--- src/rtl/rdseq_pkg.sv ---
`timescale 1ns/1ps
package rdseq_pkg;

  typedef enum logic [1:0] {
    SPC_MEM  = 2'd0,
    SPC_IO   = 2'd1,
    SPC_CFG  = 2'd2,
    SPC_IACK = 2'd3
  } spc_e;

  typedef enum logic [6:0] {
    S_IDLE  = 7'b0000001,
    S_CLAIM = 7'b0000010,
    S_DRAIN = 7'b0000100,
    S_ARB   = 7'b0001000,
    S_FILL  = 7'b0010000,
    S_ACK   = 7'b0100000,
    S_RET   = 7'b1000000
  } seq_st_e;

endpackage

--- src/rtl/rdseq_decode.sv ---
`timescale 1ns/1ps
module rdseq_decode
  import rdseq_pkg::*;
#(
  parameter int              ADDR_W   = 32,
  parameter int              TAG_W    = 4,
  parameter logic [TAG_W-1:0] MEM_TAG  = 4'h8,
  parameter logic [TAG_W-1:0] IO_TAG   = 4'hE,
  parameter logic [TAG_W-1:0] CFG_TAG  = 4'hC,
  parameter logic [TAG_W-1:0] IACK_TAG = 4'hD,
  parameter logic [TAG_W-1:0] OWN_TAG  = 4'hF
) (
  input  logic [ADDR_W-1:0] addr,
  input  logic              line,
  input  logic              cmd_ok,
  output logic              claim,
  output logic              own,
  output spc_e              space
);

  logic [TAG_W-1:0] tag;
  logic             hit;

  always_comb begin
    tag   = addr[ADDR_W-1 -: TAG_W];
    hit   = 1'b1;
    own   = 1'b0;
    space = SPC_MEM;
    if (tag == MEM_TAG)       space = SPC_MEM;
    else if (tag == IO_TAG)   space = SPC_IO;
    else if (tag == CFG_TAG)  space = SPC_CFG;
    else if (tag == IACK_TAG) space = SPC_IACK;
    else if (tag == OWN_TAG)  own   = 1'b1;
    else                      hit   = 1'b0;
    // line transfers exist only toward PCI memory
    claim = hit && cmd_ok && (!line || (tag == MEM_TAG));
  end

endmodule

--- src/rtl/rdseq_collect.sv ---
`timescale 1ns/1ps
module rdseq_collect #(
  parameter int DATA_W     = 32,
  parameter int LINE_WORDS = 8,
  parameter int CNT_W      = $clog2(LINE_WORDS + 1),
  parameter int IDX_W      = $clog2(LINE_WORDS)
) (
  input  logic              clk,
  input  logic              rst_n,
  input  logic              clear,
  input  logic              arm,
  input  logic [CNT_W-1:0]  need,
  input  logic              pci_rvalid,
  input  logic [DATA_W-1:0] pci_rdata,
  input  logic              pci_disc,
  input  logic              pci_mabort,
  input  logic [IDX_W-1:0]  rd_idx,
  output logic              active,
  output logic [CNT_W-1:0]  wcnt,
  output logic              aborted,
  output logic [DATA_W-1:0] rd_word
);

  logic [DATA_W-1:0]     line_buf [LINE_WORDS];
  logic [LINE_WORDS-1:0] wen;
  logic                  beat;
  logic                  cyc_end;

  assign beat    = active && pci_rvalid;
  assign cyc_end = beat && (((wcnt + CNT_W'(1)) == need) || pci_disc);
  assign rd_word = line_buf[rd_idx];

  for (genvar g = 0; g < LINE_WORDS; g++) begin : g_wen
    assign wen[g] = beat && (wcnt == CNT_W'(g));
  end

  always_ff @(posedge clk) begin
    for (int i = 0; i < LINE_WORDS; i++) begin
      if (wen[i]) line_buf[i] <= pci_rdata;
    end
  end

  always_ff @(posedge clk or negedge rst_n) begin
    if (!rst_n) begin
      active  <= 1'b0;
      wcnt    <= '0;
      aborted <= 1'b0;
    end else if (clear) begin
      active  <= 1'b0;
      wcnt    <= '0;
      aborted <= 1'b0;
    end else begin
      if (arm) active <= 1'b1;
      if (beat) wcnt <= wcnt + CNT_W'(1);
      if (active && pci_mabort) begin
        aborted <= 1'b1;
        active  <= 1'b0;
      end
      if (cyc_end) active <= 1'b0;
    end
  end

endmodule

--- src/rtl/rdseq_ctrl.sv ---
`timescale 1ns/1ps
module rdseq_ctrl
  import rdseq_pkg::*;
#(
  parameter int ADDR_W     = 32,
  parameter int LINE_WORDS = 8,
  parameter int CNT_W      = $clog2(LINE_WORDS + 1)
) (
  input  logic              clk,
  input  logic              rst_n,
  input  logic              rd_req,
  input  logic              dec_claim,
  input  logic              dec_own,
  input  spc_e              dec_spc,
  input  logic [ADDR_W-1:0] rd_addr,
  input  logic              rd_line,
  input  logic              early_ack_en,
  input  logic              posted_pending,
  input  logic              pci_gnt,
  input  logic              pci_rvalid,
  input  logic              pci_disc,
  input  logic              pci_mabort,
  input  logic [CNT_W-1:0]  wcnt,
  input  logic              aborted,
  output seq_st_e           st,
  output logic              col_clear,
  output logic              col_arm,
  output logic              rd_wait,
  output logic              rd_addr_ack,
  output logic              ret_vld,
  output logic [CNT_W-1:0]  rcnt,
  output logic [CNT_W-1:0]  need,
  output logic [ADDR_W-1:0] addr_q,
  output spc_e              spc_q,
  output logic              line_q,
  output logic              own_q,
  output logic              early_q
);

  seq_st_e          st_nxt;
  logic [CNT_W-1:0] wnext;
  logic [CNT_W-1:0] rnext;

  always_comb begin
    need        = line_q ? CNT_W'(LINE_WORDS) : CNT_W'(1);
    wnext       = wcnt + CNT_W'(1);
    rnext       = rcnt + CNT_W'(1);
    col_clear   = (st == S_IDLE) && rd_req && dec_claim;
    col_arm     = (st == S_ARB) && pci_gnt;
    rd_wait     = (st == S_CLAIM) || (st == S_DRAIN) || (st == S_ARB) || (st == S_FILL);
    rd_addr_ack = (st == S_ACK);
    ret_vld     = (st == S_RET) && (own_q || aborted || (rcnt < wcnt));
    st_nxt      = st;
    unique case (st)
      S_IDLE:  if (col_clear) st_nxt = S_CLAIM;
      S_CLAIM: st_nxt = own_q ? S_ACK : S_DRAIN;
      S_DRAIN: if (!posted_pending) st_nxt = S_ARB;
      S_ARB:   if (pci_gnt) st_nxt = S_FILL;
      S_FILL: begin
        if (pci_mabort) st_nxt = S_ACK;
        else if (pci_rvalid) begin
          if ((early_q && line_q) || (wnext == need)) st_nxt = S_ACK;
          else if (pci_disc)                           st_nxt = S_ARB;
        end
      end
      S_ACK:   st_nxt = S_RET;
      S_RET:   if (ret_vld && (rnext == need)) st_nxt = S_IDLE;
      default: st_nxt = S_IDLE;
    endcase
  end

  always_ff @(posedge clk or negedge rst_n) begin
    if (!rst_n) st <= S_IDLE;
    else        st <= st_nxt;
  end

  always_ff @(posedge clk or negedge rst_n) begin
    if (!rst_n) begin
      addr_q  <= '0;
      spc_q   <= SPC_MEM;
      line_q  <= 1'b0;
      own_q   <= 1'b0;
      early_q <= 1'b0;
      rcnt    <= '0;
    end else if (col_clear) begin
      addr_q  <= rd_addr;
      spc_q   <= dec_spc;
      line_q  <= rd_line;
      own_q   <= dec_own;
      early_q <= early_ack_en;
      rcnt    <= '0;
    end else if (ret_vld) begin
      rcnt    <= rnext;
    end
  end

endmodule

--- src/rtl/pci_read_sequencer.sv ---
`timescale 1ns/1ps
module pci_read_sequencer
  import rdseq_pkg::*;
#(
  parameter int ADDR_W     = 32,
  parameter int DATA_W     = 32,
  parameter int LINE_WORDS = 8,
  parameter int TAG_W      = 4,
  localparam int CNT_W     = $clog2(LINE_WORDS + 1),
  localparam int IDX_W     = $clog2(LINE_WORDS),
  localparam int BYTE_SH   = $clog2(DATA_W / 8)
) (
  input  logic              clk,
  input  logic              rst_n,
  input  logic              rd_req,
  input  logic [ADDR_W-1:0] rd_addr,
  input  logic              rd_line,
  input  logic              rd_cmd_ok,
  input  logic              early_ack_en,
  input  logic              posted_pending,
  input  logic [DATA_W-1:0] cfg_rdata,
  output logic              rd_wait,
  output logic              rd_addr_ack,
  output logic              rd_data_vld,
  output logic [DATA_W-1:0] rd_data,
  output logic              pci_req,
  input  logic              pci_gnt,
  output logic              pci_cyc,
  output logic [ADDR_W-1:0] pci_addr,
  output logic [1:0]        pci_space,
  output logic [CNT_W-1:0]  pci_count,
  input  logic              pci_rvalid,
  input  logic [DATA_W-1:0] pci_rdata,
  input  logic              pci_disc,
  input  logic              pci_mabort
);

  logic              dec_claim, dec_own;
  spc_e              dec_spc;
  seq_st_e           st;
  logic [6:0]        st_bits;
  logic              col_clear, col_arm, aborted;
  logic [CNT_W-1:0]  wcnt, rcnt, need;
  logic [ADDR_W-1:0] addr_q;
  spc_e              spc_q;
  logic              line_q, own_q, early_q;
  logic [DATA_W-1:0] buf_word;

  rdseq_decode #(.ADDR_W(ADDR_W), .TAG_W(TAG_W)) u_dec (
    .addr(rd_addr), .line(rd_line), .cmd_ok(rd_cmd_ok),
    .claim(dec_claim), .own(dec_own), .space(dec_spc)
  );

  rdseq_ctrl #(.ADDR_W(ADDR_W), .LINE_WORDS(LINE_WORDS), .CNT_W(CNT_W)) u_ctrl (
    .clk(clk), .rst_n(rst_n), .rd_req(rd_req),
    .dec_claim(dec_claim), .dec_own(dec_own), .dec_spc(dec_spc),
    .rd_addr(rd_addr), .rd_line(rd_line), .early_ack_en(early_ack_en),
    .posted_pending(posted_pending), .pci_gnt(pci_gnt),
    .pci_rvalid(pci_rvalid), .pci_disc(pci_disc), .pci_mabort(pci_mabort),
    .wcnt(wcnt), .aborted(aborted), .st(st),
    .col_clear(col_clear), .col_arm(col_arm),
    .rd_wait(rd_wait), .rd_addr_ack(rd_addr_ack), .ret_vld(rd_data_vld),
    .rcnt(rcnt), .need(need), .addr_q(addr_q), .spc_q(spc_q),
    .line_q(line_q), .own_q(own_q), .early_q(early_q)
  );

  rdseq_collect #(.DATA_W(DATA_W), .LINE_WORDS(LINE_WORDS), .CNT_W(CNT_W), .IDX_W(IDX_W)) u_col (
    .clk(clk), .rst_n(rst_n), .clear(col_clear), .arm(col_arm), .need(need),
    .pci_rvalid(pci_rvalid), .pci_rdata(pci_rdata), .pci_disc(pci_disc),
    .pci_mabort(pci_mabort), .rd_idx(rcnt[IDX_W-1:0]),
    .active(pci_cyc), .wcnt(wcnt), .aborted(aborted), .rd_word(buf_word)
  );

  assign st_bits   = st;
  assign pci_req   = (st == S_ARB);
  assign pci_space = spc_q;
  assign pci_addr  = addr_q + (ADDR_W'(wcnt) << BYTE_SH);
  assign pci_count = need - wcnt;
  assign rd_data   = aborted ? {DATA_W{1'b1}} : (own_q ? cfg_rdata : buf_word);

endmodule

--- config.mk ---
export PLATFORM = sky130hd
export DESIGN_NAME = pci_read_sequencer
export DESIGN_NICKNAME = d
export VERILOG_FILES = /design/src/rtl/rdseq_pkg.sv /design/src/rtl/rdseq_decode.sv /design/src/rtl/rdseq_collect.sv /design/src/rtl/rdseq_ctrl.sv /design/src/rtl/pci_read_sequencer.sv
export SDC_FILE = /design/constraint.sdc
export NUM_CORES = 1
export LEC_CHECK = 0
export ABC_AREA = 1
export BUFFER_PORTS_ARGS = -buffer_cell sky130_fd_sc_hd__buf_2
export CAP_MARGIN = 5
export CORE_MARGIN = 2
export CORE_UTILIZATION = 60
export CTS_BUF_LIST = sky130_fd_sc_hd__clkbuf_8
export CTS_CLUSTER_DIAMETER = 50
export DETAILED_ROUTE_END_ITERATION = 12
export GPL_TIMING_DRIVEN = 0
export PLACE_DENSITY_LB_ADDON = 0.12
export SLEW_MARGIN = 15
export SYNTH_ARGS = -nofsm -noshare
export SYNTH_HDL_FRONTEND = slang
export SYNTH_SLANG_ARGS = --single-unit
--- constraint.sdc ---
create_clock -name clk -period 6.3 [get_ports clk]
set_clock_uncertainty 0.1 [all_clocks]
set_input_delay 0 -clock clk [delete_from_list [all_inputs] [get_ports clk]]
set_output_delay 0 -clock clk [all_outputs]
set_load 0.05 [all_outputs]
==> results of run 1 <==
==> timing repair <==
action                                 in CTS  in global routing
endpoints found under the hold margin     359                  0
hold buffers                               82                  0
gates resized for setup                     0                  0
==> cells in the mapped netlist (all sizes together) (22+ instances only) <==
| cell type | number |
|---|---|
| o21ai | 22 |
| or2 | 96 |
| inv | 62 |
| a21oi | 44 |
| nand2 | 205 |
| dfrtp | 53 |
| o311ai | 32 |
| nor2 | 112 |
| nand3 | 100 |
| edfxtp | 256 |
| buf | 36 |
| clkbuf | 33 |
| o211ai | 96 |
==> registers in the layout, indices dropped and copies added, names as in the netlist, 2 cells and up <==
| register | count |
|---|---|
| u_ctrl.st | 7 |
| u_col.wcnt | 4 |
| u_ctrl.rcnt | 4 |
| u_ctrl.spc_q | 2 |
| u_col.line_buf | 256 |
| u_ctrl.addr_q | 32 |
==> per-layer routing <==
layer | global-route usage [%] | vias to the layer above | part of all wire (%)
met1 | 41.3 | 5198 | 40
li1 | - | 5078 | -
met5 | 0 | - | 0
met3 | 5.79 | 98 | 9.1
met2 | 52.2 | 565 | 48
met4 | 12.1 | 0 | 3.2
==> kinds of logic after synthesis <==
group                      count (synthesis)
and+or+nand+nor                          545
DFF                                      310
AOI/OAI and AO/OA                        198
buffers and inverters                    131
xor gates and xnor gates                  32
adders and majority gates                 15
==> area by class of cell <==
type | instances | area share [%]
buffer | 69 | 2.01
clock buffer | 51 | 4.06
clock inverter | 31 | 0.804
inverter | 62 | 1.35
multi-input combinational | 790 | 25.4
sequential | 310 | 52.3
tap | 313 | 2.27
timing repair buffer | 290 | 11.7
==> power by group through the flow <==
stage	registers (mW)	logic (mW)	clock network, mW
2_1_floorplan	2.56	1.52	0
3_3_place_gp	2.59	1.96	0
3_5_place_dp	2.59	2.01	0
4_1_cts	2.55	2.07	1.53
5_1_grt	2.58	2.24	1.60
6_report	2.56	2.09	1.51
==> worst min-delay path, stage by stage <==
cell and delay, ns:
dlygate4sd3_1 0.52, buf_2 0.09, nand2_1 0.04, nand2_1 0.05
==> through the flow <==
step	cells	power [mW]
after floorplan	1231	4.08
after detailed placement	1752	4.61
final	1916	6.16
after global routing	1916	6.42
after global placement	1725	4.55
after CTS	1916	6.15
==> worst min path at each step <==
stage                start           endpoint  cells after the start
6_report       rd_addr[20]  u_ctrl.addr_q[20]                      4
5_1_grt        rd_addr[11]  u_ctrl.addr_q[11]                      4
4_1_cts        rd_addr[18]  u_ctrl.addr_q[18]                      4
3_5_place_dp         rst_n  u_ctrl.addr_q[20]                      1
3_3_place_gp   rd_addr[17]  u_ctrl.addr_q[17]                      3
2_1_floorplan        rst_n      u_col.aborted                      0
==> flow_metrics.py, run 1 <==
metrics = {
    "status": {
        "status": "completed",
    },
    "drt": {
        "via_per_inst": 5.71,
        "ant_nets": 0,
        "routedWlPerCell_um": 19.8,
        "drc": 0,
        "routed_wl_mm": 38.0,
        "vias": 10900,
        "drt-pass1-iter-count": 5,
        "dr.first_iter.drc_count": 1117,
    },
    "global_routing": {
        "grt_pass1_vias": 11000,
        "grt.overflow.total": 0,
        "grt_pass1_wl_mm": 58.1,
        "gr-usage-all-layers_pct": 31.3,
        "antenna_found_initial": 0,
        "grt_max_degree": 54,
    },
    "setup_path": {
        "cp_max_fo": 8,
        "cp_slowest_cell": "dfrtp_1",
        "slowest_delay_ns": 0.53,
        "crit_buf_inv": 2,
        "r2r_setup_slack_ns": 3.53,
        "endpoint_kind": "output pin",
        "crit_path_end": "pci_addr[20]",
        "reg2reg_depth": 7,
        "r2r-start": "u_col.wcnt[1]",
        "critical_path_class": "reg2out",
        "cp.depth": 8,
        "crit_chain": "ha_1 > inv_1 > fa_1 > o21ai_2 > nand4_1 > nor2_1 > xor2_1 > buf_2",
        "crit_path_start": "u_col.wcnt[0]",
        "r2r_end": "u_col.line_buf[0][19]",
        "critical_path_required_ns": 6.20,
        "crit_family": "adder cells",
        "cp_data_arrival_time_ns": 3.08,
        "worstSetupStartpointType": "flip-flop",
    },
    "die": {
        "fp.dieH_um": 157,
        "io_pins": 182,
        "start_util_pct": 61.3,
        "die_w_um": 157,
        "dieArea_um2": 24500,
        "core_area_um2": 22800,
        "rows": 55,
    },
    "cells_and_area": {
        "fin_util_pct": 75.8,
        "drive_gt1_share_pct": 23.8,
        "layout_commonest_cell": "edfxtp_1",
        "n_fill_cell": 1524,
        "n_antenna_cell": 0,
        "area_growth_pct": 23.7,
        "fin_nets": 1695,
        "seqCellArea_um2": 9040,
        "final_cell_mix": "edfxtp_1, nand2_1, buf_2",
        "finalInstanceArea_um2": 17300,
        "multi_input_area_um2": 4390,
    },
    "sta": {
        "fin_tns_setup_ns": 0,
        "fmax_ghz": 0.314,
        "max_slew_margin_pct": 35.5,
        "slew_violations": 0,
        "tightest_slew_ns": 0.963,
        "setup_viol": 0,
        "period_minus_slack_ns": 3.18,
        "setup_slack_ns": 3.12,
        "final.period_utilization_pct": 50.5,
        "final_hold_viol_count": 0,
        "rsz0062_at_grt": "false",
        "holdWs_ns": 0.0604,
    },
    "clock_network": {
        "clock-root-buffer": "clkbuf_8",
        "worstSkewPairLatency_ns": 0.58,
        "clkTransAtPathRegs_ns": 0.06,
        "htreeDepth": 2,
        "cts_tree": "done",
        "postCtsSetupBuffers": 0,
        "cts_buffers": 50,
        "clkSinkCount": 310,
        "clockBufferDepth": 3,
    },
    "yosys": {
        "syn_inst": 1231,
        "synth_fa_ha_area_share_pct": 1.40,
        "ys_seq_area_share_pct": 64.7,
        "synth.area.top_cells": "edfxtp_1, dfrtp_1, nand2_1, o211ai_1, nand3_1",
        "ys_ff_latch": 310,
        "synth-simple-area-share_pct": 17.9,
        "synth_top_area_share_pct": 55.0,
        "synthMuxAreaShare_pct": 0,
        "yosysTopAreaCell": "edfxtp_1",
        "synthFlopType": "edfxtp_1",
        "synth.distinct_cells": 40,
        "syn-num-nets": 1353,
        "syn-cell-area_um2": 14000,
        "synthArstFlopShare_pct": 17.4,
        "synth_top_family_by_area": "simple AND/OR/NAND/NOR gates",
        "synth_edf_count": 256,
        "syn_area_per_cell_um2": 11.3,
        "synth_compound_area_share_pct": 9.87,
        "synthXorXnorAreaFrac_pct": 2.01,
        "ys_warn_count": 0,
    },
    "power_and_ir_drop": {
        "irDropWorstVdd_mv": 0.324,
        "swShare_pct": 40.3,
        "p_int_mw": 3.68,
        "p_sw_mw": 2.49,
        "p_comb_share_pct": 33.9,
        "power_density_nw_per_um2": 357,
        "clockPowerShare_pct": 24.6,
        "seqPwrFrac_pct": 41.6,
        "p_leak_nw": 6.97,
    },
    "run": {
        "maxCapViolations": 0,
    },
    "place": {
        "place_area_um2": 15600,
        "gp_congestion": 0.894,
        "numPortBuffers": 181,
        "pre_cts_ws_ns": 3.66,
        "dp_hpwl_mm": 25.2,
    },
    "worst_hold_path": {
        "hp-class": "in2reg",
    },
}
(Power assumes the default switching activity.)
==> run 2, diff against run 1 <==
CORE_UTILIZATION = 54   (was 60)
clock period = 2.5 ns   (was 6.3 ns; I/O delays follow)
==> flow_metrics.py, run 2 (synthesis gave the netlist of run 1 again) <==
metrics = {
    "status": {
        "status": "finished with violations",
        "violations": "setup timing",
    },
    "drt": {
        "ant_nets": 0,
        "drc": 0,
        "vias": 11000,
        "drt-pass1-iter-count": 5,
        "routed_wl_mm": 38.6,
        "via_per_inst": 5.67,
        "routedWlPerCell_um": 19.9,
        "dr.first_iter.drc_count": 1046,
    },
    "setup_path": {
        "r2r-start": "u_col.wcnt[0]",
        "critical_path_class": "reg2out",
        "critical_path_required_ns": 2.40,
        "endpoint_kind": "output pin",
        "cp_data_arrival_time_ns": 2.47,
        "reg2reg_depth": 13,
        "worstSetupStartpointType": "flip-flop",
        "r2r_setup_slack_ns": 0.11,
        "cp_max_fo": 4,
        "crit_path_start": "u_ctrl.addr_q[2]",
    },
    "sta": {
        "slew_violations": 0,
        "max_slew_margin_pct": 52.8,
        "period_minus_slack_ns": 2.57,
        "rsz0062_at_grt": "true",
        "final.period_utilization_pct": 103,
        "final_hold_viol_count": 0,
        "setup_slack_ns": -0.0677,
        "fmax_ghz": 0.389,
        "tightest_slew_ns": 0.707,
        "setup_viol": 9,
    },
    "global_routing": {
        "grt_max_degree": 54,
        "grt_pass1_wl_mm": 57.8,
        "grt_pass1_vias": 10700,
        "antenna_found_initial": 0,
        "gr-usage-all-layers_pct": 28.4,
        "grt.overflow.total": 0,
    },
    "cells_and_area": {
        "final_cells": 1942,
        "max_flop_register": "u_col.line_buf",
        "area_growth_pct": 29.7,
        "fin_nets": 1698,
        "drive_gt1_share_pct": 29.3,
        "multi_input_area_um2": 4690,
        "final_cell_mix": "edfxtp_1, nand2_1, buf_2",
        "finalInstanceArea_um2": 18100,
        "n_antenna_cell": 0,
        "largest_reg_flops": 256,
        "reg_top3": "u_col.line_buf (256), u_ctrl.addr_q (32), u_ctrl.st (7)",
        "n_fill_cell": 1763,
        "layout_commonest_cell": "edfxtp_1",
        "seqCellArea_um2": 9050,
    },
    "die": {
        "start_util_pct": 55.2,
        "fp.dieH_um": 165,
        "rows": 58,
        "core_area_um2": 25300,
        "dieArea_um2": 27200,
        "die_w_um": 165,
        "io_pins": 182,
    },
    "power_and_ir_drop": {
        "p_comb_share_pct": 35.2,
        "seqPwrFrac_pct": 39.5,
        "clockPowerShare_pct": 25.3,
        "p_int_mw": 9.92,
        "irDropWorstVdd_mv": 0.848,
        "power_density_nw_per_um2": 908,
        "p_leak_nw": 7.32,
        "p_sw_mw": 6.54,
        "swShare_pct": 39.8,
    },
    "place": {
        "numPortBuffers": 181,
        "place_area_um2": 15700,
        "gp_congestion": 0.900,
        "dp_hpwl_mm": 24.9,
        "dp.cells": 1757,
    },
    "worst_hold_path": {
        "worstHoldStart": "rd_addr[23]",
        "hold_path_depth": 4,
        "hp-class": "in2reg",
    },
    "clock_network": {
        "clockBufferDepth": 3,
        "clkSinkCount": 310,
        "worstSkewPairLatency_ns": 0.57,
        "htreeDepth": 2,
        "clkTransAtPathRegs_ns": 0.06,
        "clock-root-buffer": "clkbuf_8",
        "cts_buffers": 50,
        "cts_tree": "done",
    },
    "run": {
        "maxCapViolations": 0,
    },
}
-- run 2: changes by cell type in the layout (fill, tap and decap cells not counted), moves of 7 or more --
cell / change
buf_2: -47
clkbuf_1: -26
buf_4: +23
clkbuf_4: +22
clkbuf_2: +14
inv_1: -11
clkbuf_8: +8
buf_6: +7
o311ai_2: +7
-- run 2: power groups by stage --
stage | registers, mW | clock network (mW) | logic (mW)
after floorplan | 6.47 | 0 | 3.90
after global placement | 6.55 | 0 | 5.03
after detailed placement | 6.55 | 0 | 5.15
after CTS | 6.45 | 4.23 | 5.57
after global routing | 6.54 | 4.42 | 6.19
final | 6.50 | 4.17 | 5.80
-- run 2: per-stage QoR --
stage          total power, mW  setup TNS [ns]  setup WS, ns  hold WS, ns  utilization [%]
5_1_grt                   17.2           -1.32        -0.160       0.0670             71.6
3_5_place_dp              11.7           -1.07       -0.0991     -0.00143             62.1
4_1_cts                   16.2          -0.500       -0.0890       0.0243             70.5
2_1_floorplan             10.4          -52.18        -0.315       -0.396                -
6_report                  16.5          -0.387       -0.0677       0.0550             71.6
3_3_place_gp              11.6         -209.99         -1.63       0.0936             60.8
-- run 2: what timing repair did --
item,CTS,global route
buffers inserted,8,8
hold buffers,82,0
setup endpoints to repair,82,127
hold endpoints to repair,359,0
pin swaps,6,11
resized for setup,94,85
-- run 2: final timing paths --
kind | end
worst max-delay path | pci_addr[16]
worst min-delay path | u_ctrl.addr_q[23]
worst max register to register | u_ctrl.st[0]
worst min register to register | u_ctrl.addr_q[31]
max in group asynchronous | u_ctrl.addr_q[12]
min in group asynchronous | u_ctrl.st[0]
-- run 2: area by class of cell --
type                       instances  area share (%)
inverter                          62            1.30
sequential                       310            49.9
buffer                            68            2.51
multi-input combinational        790            25.9
clock buffer                      59            4.48
tap                              330            2.28
clock inverter                    29           0.815
timing repair buffer             294            12.9
-- run 2: worst max-delay path: stages (launching register included) --
cell and delay [ns]:
dfrtp_1 0.35, ha_2 0.19, inv_2 0.04, fa_2 0.36, o21ai_4 0.19, nand2_1 0.18, nor2_2 0.15, xor2_1 0.19
buf_4 0.23
-- run 2: metal layers --
| layer | vias up | global-route usage, % | share of wire (%) |
|---|---|---|---|
| met5 | - | 0 | 0 |
| met4 | 0 | 11.4 | 3.4 |
| met3 | 94 | 4.50 | 7.5 |
| met2 | 539 | 46.9 | 47 |
| met1 | 5278 | 38.1 | 42 |
| li1 | 5100 | - | - |
